[config.mk]
export PLATFORM = sky130hd
export DESIGN_NAME = qcic_top
export DESIGN_NICKNAME = d
export VERILOG_FILES = /design/src/rtl/qcic_pkg.sv /design/src/rtl/qcic_src_bank.sv /design/src/rtl/qcic_half.sv /design/src/rtl/qcic_top.sv
export SDC_FILE = /design/constraint.sdc
export NUM_CORES = 1
export LEC_CHECK = 0
export ABC_AREA = 1
export BUFFER_PORTS_ARGS = -buffer_cell sky130_fd_sc_hd__buf_2
export CAP_MARGIN = 0
export CORE_MARGIN = 1.5
export CORE_UTILIZATION = 48
export DETAILED_ROUTE_END_ITERATION = 8
export PLACE_DENSITY = 0.84
export SYNTH_ARGS = -nofsm -noshare
export SYNTH_HDL_FRONTEND = slang
export SYNTH_SLANG_ARGS = --single-unit
[constraint.sdc]
create_clock -name clk -period 1.2 [get_ports clk]
set_clock_uncertainty 0.2 [all_clocks]
set_input_delay 0.06 -clock clk [delete_from_list [all_inputs] [get_ports clk]]
set_output_delay 0.06 -clock clk [all_outputs]
set_load 0.05 [all_outputs]
[src/rtl/qcic_pkg.sv]
`timescale 1ns/1ps
package qcic_pkg;
    localparam int FIELD_W         = 4;  // nibble per queue in a source word
    localparam int SEL_W           = 3;  // used bits of a field
    localparam int FIELDS_PER_WORD = 8;
    localparam int STAT_PER_Q      = 4;  // status bits per lower queue

    // Control registers follow the source words, in this order
    typedef enum logic [1:0] {
        CTL_EN_LO   = 2'd0,
        CTL_EN_HI   = 2'd1,
        CTL_PEND_LO = 2'd2,
        CTL_PEND_HI = 2'd3
    } ctl_reg_e;

    typedef struct packed {
        logic       inv;   // field bit 2
        logic [1:0] pick;  // field bits 1:0
    } src_sel_t;
endpackage

[src/rtl/qcic_src_bank.sv]
`timescale 1ns/1ps
module qcic_src_bank
    import qcic_pkg::*;
#(
    parameter int QPH    = 32,
    parameter int BUS_W  = 32,
    parameter int ADDR_W = 3,
    localparam int WORDS = QPH / FIELDS_PER_WORD
) (
    input  logic                              clk,
    input  logic                              rst_n,
    input  logic                              wr_en,
    input  logic [ADDR_W-1:0]                 addr,
    input  logic [FIELDS_PER_WORD*SEL_W-1:0]  wr_sel,
    output logic [BUS_W-1:0]                  rd_word,
    input  logic [QPH*STAT_PER_Q-1:0]         status,
    output logic [QPH-1:0]                    cond
);
    logic [QPH*SEL_W-1:0] sel_flat;

    for (genvar q = 0; q < QPH; q++) begin : g_queue
        localparam int W = q / FIELDS_PER_WORD;
        localparam int F = q % FIELDS_PER_WORD;
        src_sel_t   sel_r;
        logic [3:0] nib;

        always_ff @(posedge clk) begin
            if (!rst_n)
                sel_r <= '0;
            else if (wr_en && addr == ADDR_W'(W))
                sel_r <= src_sel_t'(wr_sel[F*SEL_W +: SEL_W]);
        end

        assign nib                       = status[q*STAT_PER_Q +: STAT_PER_Q];
        assign cond[q]                   = nib[sel_r.pick] ^ sel_r.inv;
        assign sel_flat[q*SEL_W +: SEL_W] = sel_r;
    end

    always_comb begin
        rd_word = '0;
        for (int w = 0; w < WORDS; w++) begin
            if (addr == ADDR_W'(w)) begin
                for (int f = 0; f < FIELDS_PER_WORD; f++)
                    rd_word[f*FIELD_W +: SEL_W] =
                        sel_flat[(w*FIELDS_PER_WORD + f)*SEL_W +: SEL_W];
            end
        end
    end
endmodule

[src/rtl/qcic_half.sv]
`timescale 1ns/1ps
module qcic_half #(
    parameter int QPH = 32
) (
    input  logic           clk,
    input  logic           rst_n,
    input  logic [QPH-1:0] cond,
    input  logic           en_we,
    input  logic [QPH-1:0] en_data,
    input  logic           clr_we,
    input  logic [QPH-1:0] clr_data,
    output logic [QPH-1:0] en,
    output logic [QPH-1:0] pend,
    output logic           irq
);
    logic [QPH-1:0] en_q, pend_q, cond_q;
    logic [QPH-1:0] rise, set_v, clr_v;

    assign rise  = cond & ~cond_q;
    assign set_v = rise & en_q;
    assign clr_v = clr_we ? clr_data : '0;

    always_ff @(posedge clk) begin
        if (!rst_n) begin
            en_q   <= '0;
            pend_q <= '0;
            cond_q <= '0;
        end else begin
            cond_q <= cond;
            if (en_we)
                en_q <= en_data;
            // set applied after clear: set wins
            pend_q <= (pend_q & ~clr_v) | set_v;
        end
    end

    assign en   = en_q;
    assign pend = pend_q;
    assign irq  = |(pend_q & en_q);
endmodule

[src/rtl/qcic_top.sv]
`timescale 1ns/1ps
module qcic_top
    import qcic_pkg::*;
#(
    parameter int  QPH    = 32,
    parameter int  BUS_W  = 32,
    localparam int WORDS  = QPH / FIELDS_PER_WORD,
    localparam int ADDR_W = $clog2(WORDS + 4)
) (
    input  logic                      clk,
    input  logic                      rst_n,
    input  logic                      bus_wr,
    input  logic [ADDR_W-1:0]         bus_addr,
    input  logic [BUS_W-1:0]          bus_wdata,
    output logic [BUS_W-1:0]          bus_rdata,
    input  logic [QPH*STAT_PER_Q-1:0] lo_status,
    input  logic [QPH-1:0]            hi_nne,
    output logic                      irq_lo,
    output logic                      irq_hi
);
    logic [FIELDS_PER_WORD*SEL_W-1:0] wsel;
    logic [BUS_W-1:0]                 src_rd;
    logic [QPH-1:0]                   cond_h [2];
    logic [QPH-1:0]                   en_h   [2];
    logic [QPH-1:0]                   pend_h [2];
    logic [1:0]                       irq_h;

    for (genvar f = 0; f < FIELDS_PER_WORD; f++) begin : g_wsel
        assign wsel[f*SEL_W +: SEL_W] = bus_wdata[f*FIELD_W +: SEL_W];
    end

    qcic_src_bank #(.QPH(QPH), .BUS_W(BUS_W), .ADDR_W(ADDR_W)) u_src (
        .clk     (clk),
        .rst_n   (rst_n),
        .wr_en   (bus_wr),
        .addr    (bus_addr),
        .wr_sel  (wsel),
        .rd_word (src_rd),
        .status  (lo_status),
        .cond    (cond_h[0])
    );

    assign cond_h[1] = hi_nne;

    for (genvar h = 0; h < 2; h++) begin : g_half
        localparam int A_EN  = WORDS + int'(CTL_EN_LO) + h;
        localparam int A_CLR = WORDS + int'(CTL_PEND_LO) + h;
        logic en_we, clr_we;

        assign en_we  = bus_wr && bus_addr == ADDR_W'(A_EN);
        assign clr_we = bus_wr && bus_addr == ADDR_W'(A_CLR);

        qcic_half #(.QPH(QPH)) u_half (
            .clk      (clk),
            .rst_n    (rst_n),
            .cond     (cond_h[h]),
            .en_we    (en_we),
            .en_data  (bus_wdata[QPH-1:0]),
            .clr_we   (clr_we),
            .clr_data (bus_wdata[QPH-1:0]),
            .en       (en_h[h]),
            .pend     (pend_h[h]),
            .irq      (irq_h[h])
        );
    end

    assign irq_lo = irq_h[0];
    assign irq_hi = irq_h[1];

    always_comb begin
        bus_rdata = '0;
        if (bus_addr < ADDR_W'(WORDS))
            bus_rdata = src_rd;
        else if (bus_addr == ADDR_W'(WORDS + int'(CTL_EN_LO)))
            bus_rdata = BUS_W'(en_h[0]);
        else if (bus_addr == ADDR_W'(WORDS + int'(CTL_EN_HI)))
            bus_rdata = BUS_W'(en_h[1]);
        else if (bus_addr == ADDR_W'(WORDS + int'(CTL_PEND_LO)))
            bus_rdata = BUS_W'(pend_h[0]);
        else if (bus_addr == ADDR_W'(WORDS + int'(CTL_PEND_HI)))
            bus_rdata = BUS_W'(pend_h[1]);
    end
endmodule

==> reports/qor.yml, run 1 <==
first-error: "[ERROR GRT-0232] Routing congestion too high. Check the congestion heatmap in the GUI."
synth_area_um2: 13400
yosysWarnings: 0
place_ws_ps: -565
avgSynthCellArea_um2: 6.59
status: "aborted with a tool error"
synthDominantAreaCellType: "dfxtp_1"
port_buffers: 231
grt_max_degree: 62
root_buffer: "clkbuf_16"
ys_top_cells_by_area: "dfxtp_1, nand2_1, a21oi_1, nand3_1, o21ai_0"
clkSinkCount: 288
start_util_pct: 48.5
endpoint_type: "top-level output"
boundaryPins: 232
place.gp.congestion: 0.992
worstEndpointGrtRepair: "bus_rdata[16]"
haltStage: "global routing"
synthDistinctLibCells: 23
ys_seq_area_share_pct: 42.9
ys_ff_latch: 288
synth_top_area_share_pct: 42.9
postSynthCellCount: 2040
cts_buffer_depth: 3
h-tree-depth: 1
postPlaceCellArea_um2: 16900
synth_nets: 2238
hpwl_um: 38200
fp.dieH_um: 170
grt.overflow.total: 15
rows: 61
die_w_um: 170
cts_inserted_buffers: 31
grt.total_usage_pct: 71.9
routing by layer:
metal,track usage (%),overflow
met3,61.2,0
met4,70.4,9
met1,69.4,0
met5,30.1,0
met2,88.2,6
logic make-up after synthesis:
group / share of synthesized area [%]
DFF: 42.9
AOI/OAI and AO/OA: 18.9
buffers and inverters: 9.65
and+or+nand+nor: 28.5
repair_timing:
item	CTS
setup endpoints to repair	78
pin swaps	116
endpoints found under the hold margin	288
gates resized for setup	482
buffers inserted	11
hold buffers	230
synthesized netlist by cell type (all sizes together):
library cell and number:
a21oi 244, a31oi 2, buf 49, clkbuf 51, dfxtp 288, inv 227
nand2 541, nand3 207, nor2 177, nor3 14, o211ai 35, o21ai 190
o22ai 15
stage by stage:
step	hold WS, ps	utilization [%]	std cells
after CTS	-33.5	78.3	3075
after detailed placement	55.9	61.1	2780
after global placement	52.9	61.1	2780
after floorplan	-46.5	-	2040
==> inputs of run 2 (changes only) <==
- CORE_UTILIZATION: 48 -> 33
- PLACE_DENSITY: 0.84 -> default
- PLACE_DENSITY_LB_ADDON: default -> 0.15
- clock period: 1.2 -> 1.56 ns (I/O delays scaled with it)
==> run 2 against run 1 <==
Effect of this change:
- the flow now finishes, with violations (negative setup slack)
- area after synthesis did not move
- synthesized cell count is the same
==> reports/qor.yml, run 2 <==
fin_setup_tns_ps: -18130
setup_viol_count_final: 67
synthArstFlopShare_pct: 0
synth-main-ff-cell: "dfxtp_1"
hold_violations: 0
avgSynthCellArea_um2: 6.59
synth-adder-area-share_pct: 0
largest-register: "u_src.g_queue.sel_r"
ys_seq_area_share_pct: 42.9
nets: 2793
worst-slew-pin-transition_ps: 456
port_buffers: 231
synth_edf_count: 0
power_density_nw_per_um2: 927
p_total_mw: 19.6
hpwl_um: 40300
avgRoutedWirePerCell_um: 18.3
slew_violations: 0
timing.hold.ws_ps: 43.8
start_kind: "flop"
wirelength_um: 57700
synth_top_area_share_pct: 42.9
root_buffer: "clkbuf_16"
setup_slack_ps: -410
remaining_drc_errors: 0
postRouteAntennaNets: 0
synthMuxAreaShare_pct: 0
clkLatencyLatePin_ps: 530
num_vias: 15600
synth-simple-area-share_pct: 28.5
grt_pass1_wl_um: 87500
cap_violations: 0
core_um2: 40000
via_per_inst: 4.96
yosys.cell_count.top_type: "nand2_1"
ys_ff_latch: 288
fp.dieH_um: 205
yosysWarnings: 0
crit_type: "flop to output pin"
largest_reg_flops: 96
rsz0062_at_grt: "true"
cts_buffer_depth: 3
mostFrequentLayoutCells: "nand2_1, a21oi_1, dlygate4sd3_1"
max_freq_ghz: 0.508
leakage_nw: 8.97
synth_compound_area_share_pct: 18.9
grt_max_degree: 86
first_pass_iters: 8
dieArea_um2: 42000
worstPathRequired_ps: 1280
cp_data_arrival_time_ps: 1690
antenna_found_initial: 0
finalCritPeriodShare_pct: 126
synthDominantAreaCellType: "dfxtp_1"
layout_commonest_cell: "nand2_1"
crit_path_end_kind: "output pin"
start_util_pct: 33.6
synth_common_cells: "nand2_1, dfxtp_1, a21oi_1"
cts_tree: "built"
syn_to_final_growth_pct: 57.1
fin_util_pct: 52.8
diodes: 0
hold_path_class: "input pin to flop"
nFillCells: 3905
rows: 73
cts_inserted_buffers: 36
synth_area_um2: 13400
crit_fanout: 2
boundaryPins: 232
first_global_vias: 15600
drive_gt1_share_pct: 28.0
grt.total_usage_pct: 27.3
synth_xor_area_share_pct: 0
h-tree-depth: 2
vdd_drop_max_mv: 0.791
max-slew-margin-rel_pct: 69.5
die_w_um: 205
clkSinkCount: 288
grt.overflow.total: 0
postSynthCellCount: 2040
synth_top_family_by_area: "simple AND/OR/NAND/NOR gates"
synthDistinctLibCells: 23
path_clk_slew_ps: 60
place.gp.congestion: 0.901
min_period_ps: 1970
drtIter0Drc: 1041
status: "finished with violations"
violations: "negative setup slack"
synth_nets: 2238
ys_top_cells_by_area: "dfxtp_1, nand2_1, a21oi_1, nand3_1, o21ai_0"
-- run 2: what timing repair did --
item                                   4_1_cts  5_1_grt
setup buffers                               22       25
resized for setup                          301      114
pin swaps                                   93       71
hold buffers                               230        2
setup endpoints to repair                   34      156
endpoints found under the hold margin      288      186
cloned                                       0        2
-- run 2: final timing paths --
check | start | end | slack [ps] | cells past startpoint
worst min register to register | g_half[1].u_half.pend[14] | g_half[1].u_half.pend[14] | 260 | 2
worst max-delay path | g_half[0].u_half.pend[11] | irq_lo | -410 | 7
worst min-delay path | bus_wr | g_half[1].u_half.pend[17] | 40 | 5
worst max register to register | u_src.g_queue[11].sel_r[0] | g_half[0].u_half.pend[11] | 80 | 8
-- run 2: routing by layer --
layer | vias to the layer above | wire length [µm] | track usage (%)
met5 | - | 0 | 0
met4 | 0 | 1620 | 8.35
met3 | 103 | 2520 | 2.74
met2 | 450 | 29600 | 50.9
met1 | 7298 | 24000 | 32.6
li1 | 7740 | - | -
-- run 2: cell type report --
class	count	area (µm²)	share of cell area (%)
tap	525	657	3.11
clock buffer	52	1070	5.08
timing repair buffer	617	5460	25.8
clock inverter	10	158	0.747
sequential	288	5860	27.8
multi-input combinational	1425	7060	33.4
inverter	227	852	4.03
-- run 2: kinds of logic after synthesis --
group                  count (synthesis)
flip-flops                           288
AND/OR/NAND/NOR                      939
buffers and inverters                327
AO/OA/AOI/OAI                        486
-- run 2: worst max-delay path, cell delays in order, from the launching register on --
cell	delay, ps
dfxtp_2	320
inv_2	60
o22ai_2	60
nor2_2	190
nand2_2	90
nor2_4	160
nand2_2	100
buf_8	160
-- run 2: power breakdown --
group | internal, mW | switching, mW | leakage, nW | total (mW)
Combinational | 1.30 | 1.63 | 5.97 | 2.94
Sequential | 7.67 | 0.166 | 2.39 | 7.84
Clock | 5.42 | 3.37 | 0.609 | 8.79
-- run 2: stage by stage --
stage	setup slack, ps	instances	instance area (µm²)
after floorplan	-272	2040	13500
after global placement	-324	2818	16200
after detailed placement	-317	2818	16200
after CTS	-507	3123	20600
after global routing	-464	3144	21100
final	-410	3144	21100
No activity file was read; power rests on OpenSTA's default activity.
==> inputs of run 3 (changes only) <==
- ABC_AREA: 1 -> 0
==> run 3 against run 2 <==
Effect of this change:
- the run ends with negative hold slack, negative setup slack left
- sequential cell count unchanged
- fmax fell by 14%
- via count is 17% lower
- design area is 1.0% higher
- routed wire length shrank 5.0%
==> reports/qor.yml, run 3 <==
status: "finished with violations"
violations: "negative hold slack, negative setup slack"
synthArstFlopShare_pct: 0
multi_input_area_um2: 7680
synth_edf_count: 0
h-tree-depth: 2
setup_viol_count_final: 67
synth_compound_area_share_pct: 16.5
ys_top_cells_by_area: "dfxtp_1, mux4_2, nand2_1, a21boi_0, nand3b_1"
setup_slack_ps: -740
yosys.cell_count.top_type: "nand2_1"
synth-adder-area-share_pct: 0
timing.hold.ws_ps: -1.58
remaining_drc_errors: 0
synth_xor_area_share_pct: 2.07
grt_pass1_wl_um: 81100
synth_top_family_by_area: "simple AND/OR/NAND/NOR gates"
cap_violations: 0
p_sw_mw: 4.51
layout_commonest_cell: "nand2_1"
synthMuxAreaShare_pct: 17.0
largest_reg_flops: 96
grt.overflow.total: 0
place.gp.congestion: 0.823
first_pass_iters: 5
max_freq_ghz: 0.435
synth_top_area_share_pct: 42.6
clkSinkCount: 288
mostFrequentLayoutCells: "nand2_1, buf_2, buf_4"
cts_buffer_depth: 3
ff_latch_area_um2: 5950
synthDominantAreaCellType: "dfxtp_1"
ys_ff_latch: 288
syn_to_final_growth_pct: 57.4
slew_violations: 0
min_period_ps: 2300
synth_area_um2: 13500
p_total_mw: 18.6
dieArea_um2: 42300
core_um2: 40600
avgSynthCellArea_um2: 9.95
die_w_um: 206
fin_util_pct: 52.5
nFillCells: 3577
rsz0062_at_grt: "true"
max-slew-margin-rel_pct: 21.6
yosysWarnings: 0
power_density_nw_per_um2: 870
seq_power_share_pct: 41.4
cts_inserted_buffers: 34
start_util_pct: 33.3
drive_gt1_share_pct: 43.2
path_clk_slew_ps: 60
swShare_pct: 24.3
finalCritPeriodShare_pct: 147
crit_type: "flop to output pin"
largest-register: "u_src.g_queue.sel_r"
boundaryPins: 232
leakage_nw: 8.50
hold_violations: 1
vdd_drop_max_mv: 0.635
ys_seq_area_share_pct: 42.6
synth-main-ff-cell: "dfxtp_1"
antenna_found_initial: 1
worstPathRequired_ps: 1280
cp_data_arrival_time_ps: 2020
nets: 2159
first_global_vias: 12900
hold_path_class: "input pin to flop"
start_kind: "flop"
crit_fanout: 2
worst-slew-pin-transition_ps: 1170
clkLatencyLatePin_ps: 530
clkPwrFrac_pct: 45.0
fp.dieH_um: 206
grt_max_degree: 84
synthDistinctLibCells: 30
cts_tree: "built"
synth-simple-area-share_pct: 17.3
crit_path_end_kind: "output pin"
drtIter0Drc: 888
p_int_mw: 14.0
synth_nets: 1560
root_buffer: "clkbuf_16"
port_buffers: 231
avgRoutedWirePerCell_um: 21.8
wirelength_um: 54800
postRouteAntennaNets: 0
synth_common_cells: "nand2_1, dfxtp_1, a21boi_0"
num_vias: 12900
pwr-share-comb_pct: 13.6
grt.total_usage_pct: 26.1
postSynthCellCount: 1362
hpwl_um: 38000
rows: 74
via_per_inst: 5.13
==> run 3: logic make-up (layout without fill, tap and decap cells) <==
kind of cell,after synthesis,after routing
buffers and inverters,130,749
flip-flops,288,288
multiplexers,112,112
AO/OA/AOI/OAI,320,320
XOR/XNOR,32,32
other,0,1
AND/OR/NAND/NOR,480,480
==> run 3: area by class of cell <==
type,instances,share of cell area (%)
clock inverter,5,0.504
antenna,1,0.0117
clock buffer,51,4.92
inverter,32,0.563
tap,532,3.12
sequential,288,27.9
multi-input combinational,944,36.0
timing repair buffer,661,27.0
==> run 3: what timing repair did <==
action / in CTS / in global routing
setup buffers: 4 / 11
setup endpoints to repair: 96 / 218
hold buffers: 159 / 0
pin swaps: 31 / 13
hold endpoints to repair: 288 / 0
gates resized for setup: 387 / 63
==> run 3: final timing paths <==
kind,from,to,slack (ps),cells past startpoint
max,g_half[1].u_half.en[28],irq_hi,-740,4
min,lo_status[13],g_half[0].u_half.cond_q[3],-2,4
max reg2reg,u_src.g_queue[4].sel_r[0],g_half[0].u_half.pend[4],-140,4
min reg2reg,g_half[0].u_half.cond_q[0],g_half[0].u_half.pend[0],260,2
==> run 3: routing by layer <==
metal / vias up / global-route usage (%) / share of wire [%]
met4: 0 / 7.79 / 2.6
li1: 6023 / - / -
met5: - / 0 / 0
met1: 6292 / 36.2 / 45
met3: 83 / 5.40 / 7.6
met2: 508 / 40.8 / 45
==> run 3: critical path, cell delays in order, from the launching register on <==
cell,delay [ps]
dfxtp_2,330
a22oi_2,240
nand4_1,200
or4_4,560
buf_8,180
==> run 3: power by group through the flow <==
stage	clock network (mW)	logic (mW)	registers, mW
6_report	8.35	2.53	7.68
5_1_grt	8.78	2.68	7.70
4_1_cts	8.48	2.46	7.69
3_5_place_dp	0	1.98	7.84
3_3_place_gp	0	1.96	7.84
2_1_floorplan	0	0.917	7.81
==> run 3: per-stage QoR <==
step | cell area (µm²) | hold WS, ps | setup TNS (ps) | setup slack [ps] | std cells
CTS | 21100 | 0.000111 | -44980 | -758 | 2504
floorplan | 13600 | -0.294 | -298 | -23.8 | 1362
global placement | 17200 | 94.8 | -52890 | -374 | 2288
detailed placement | 17200 | 98.8 | -60630 | -380 | 2288
global route | 21300 | 0.976 | -23830 | -771 | 2514
finish | 21300 | -1.58 | -21290 | -740 | 2514
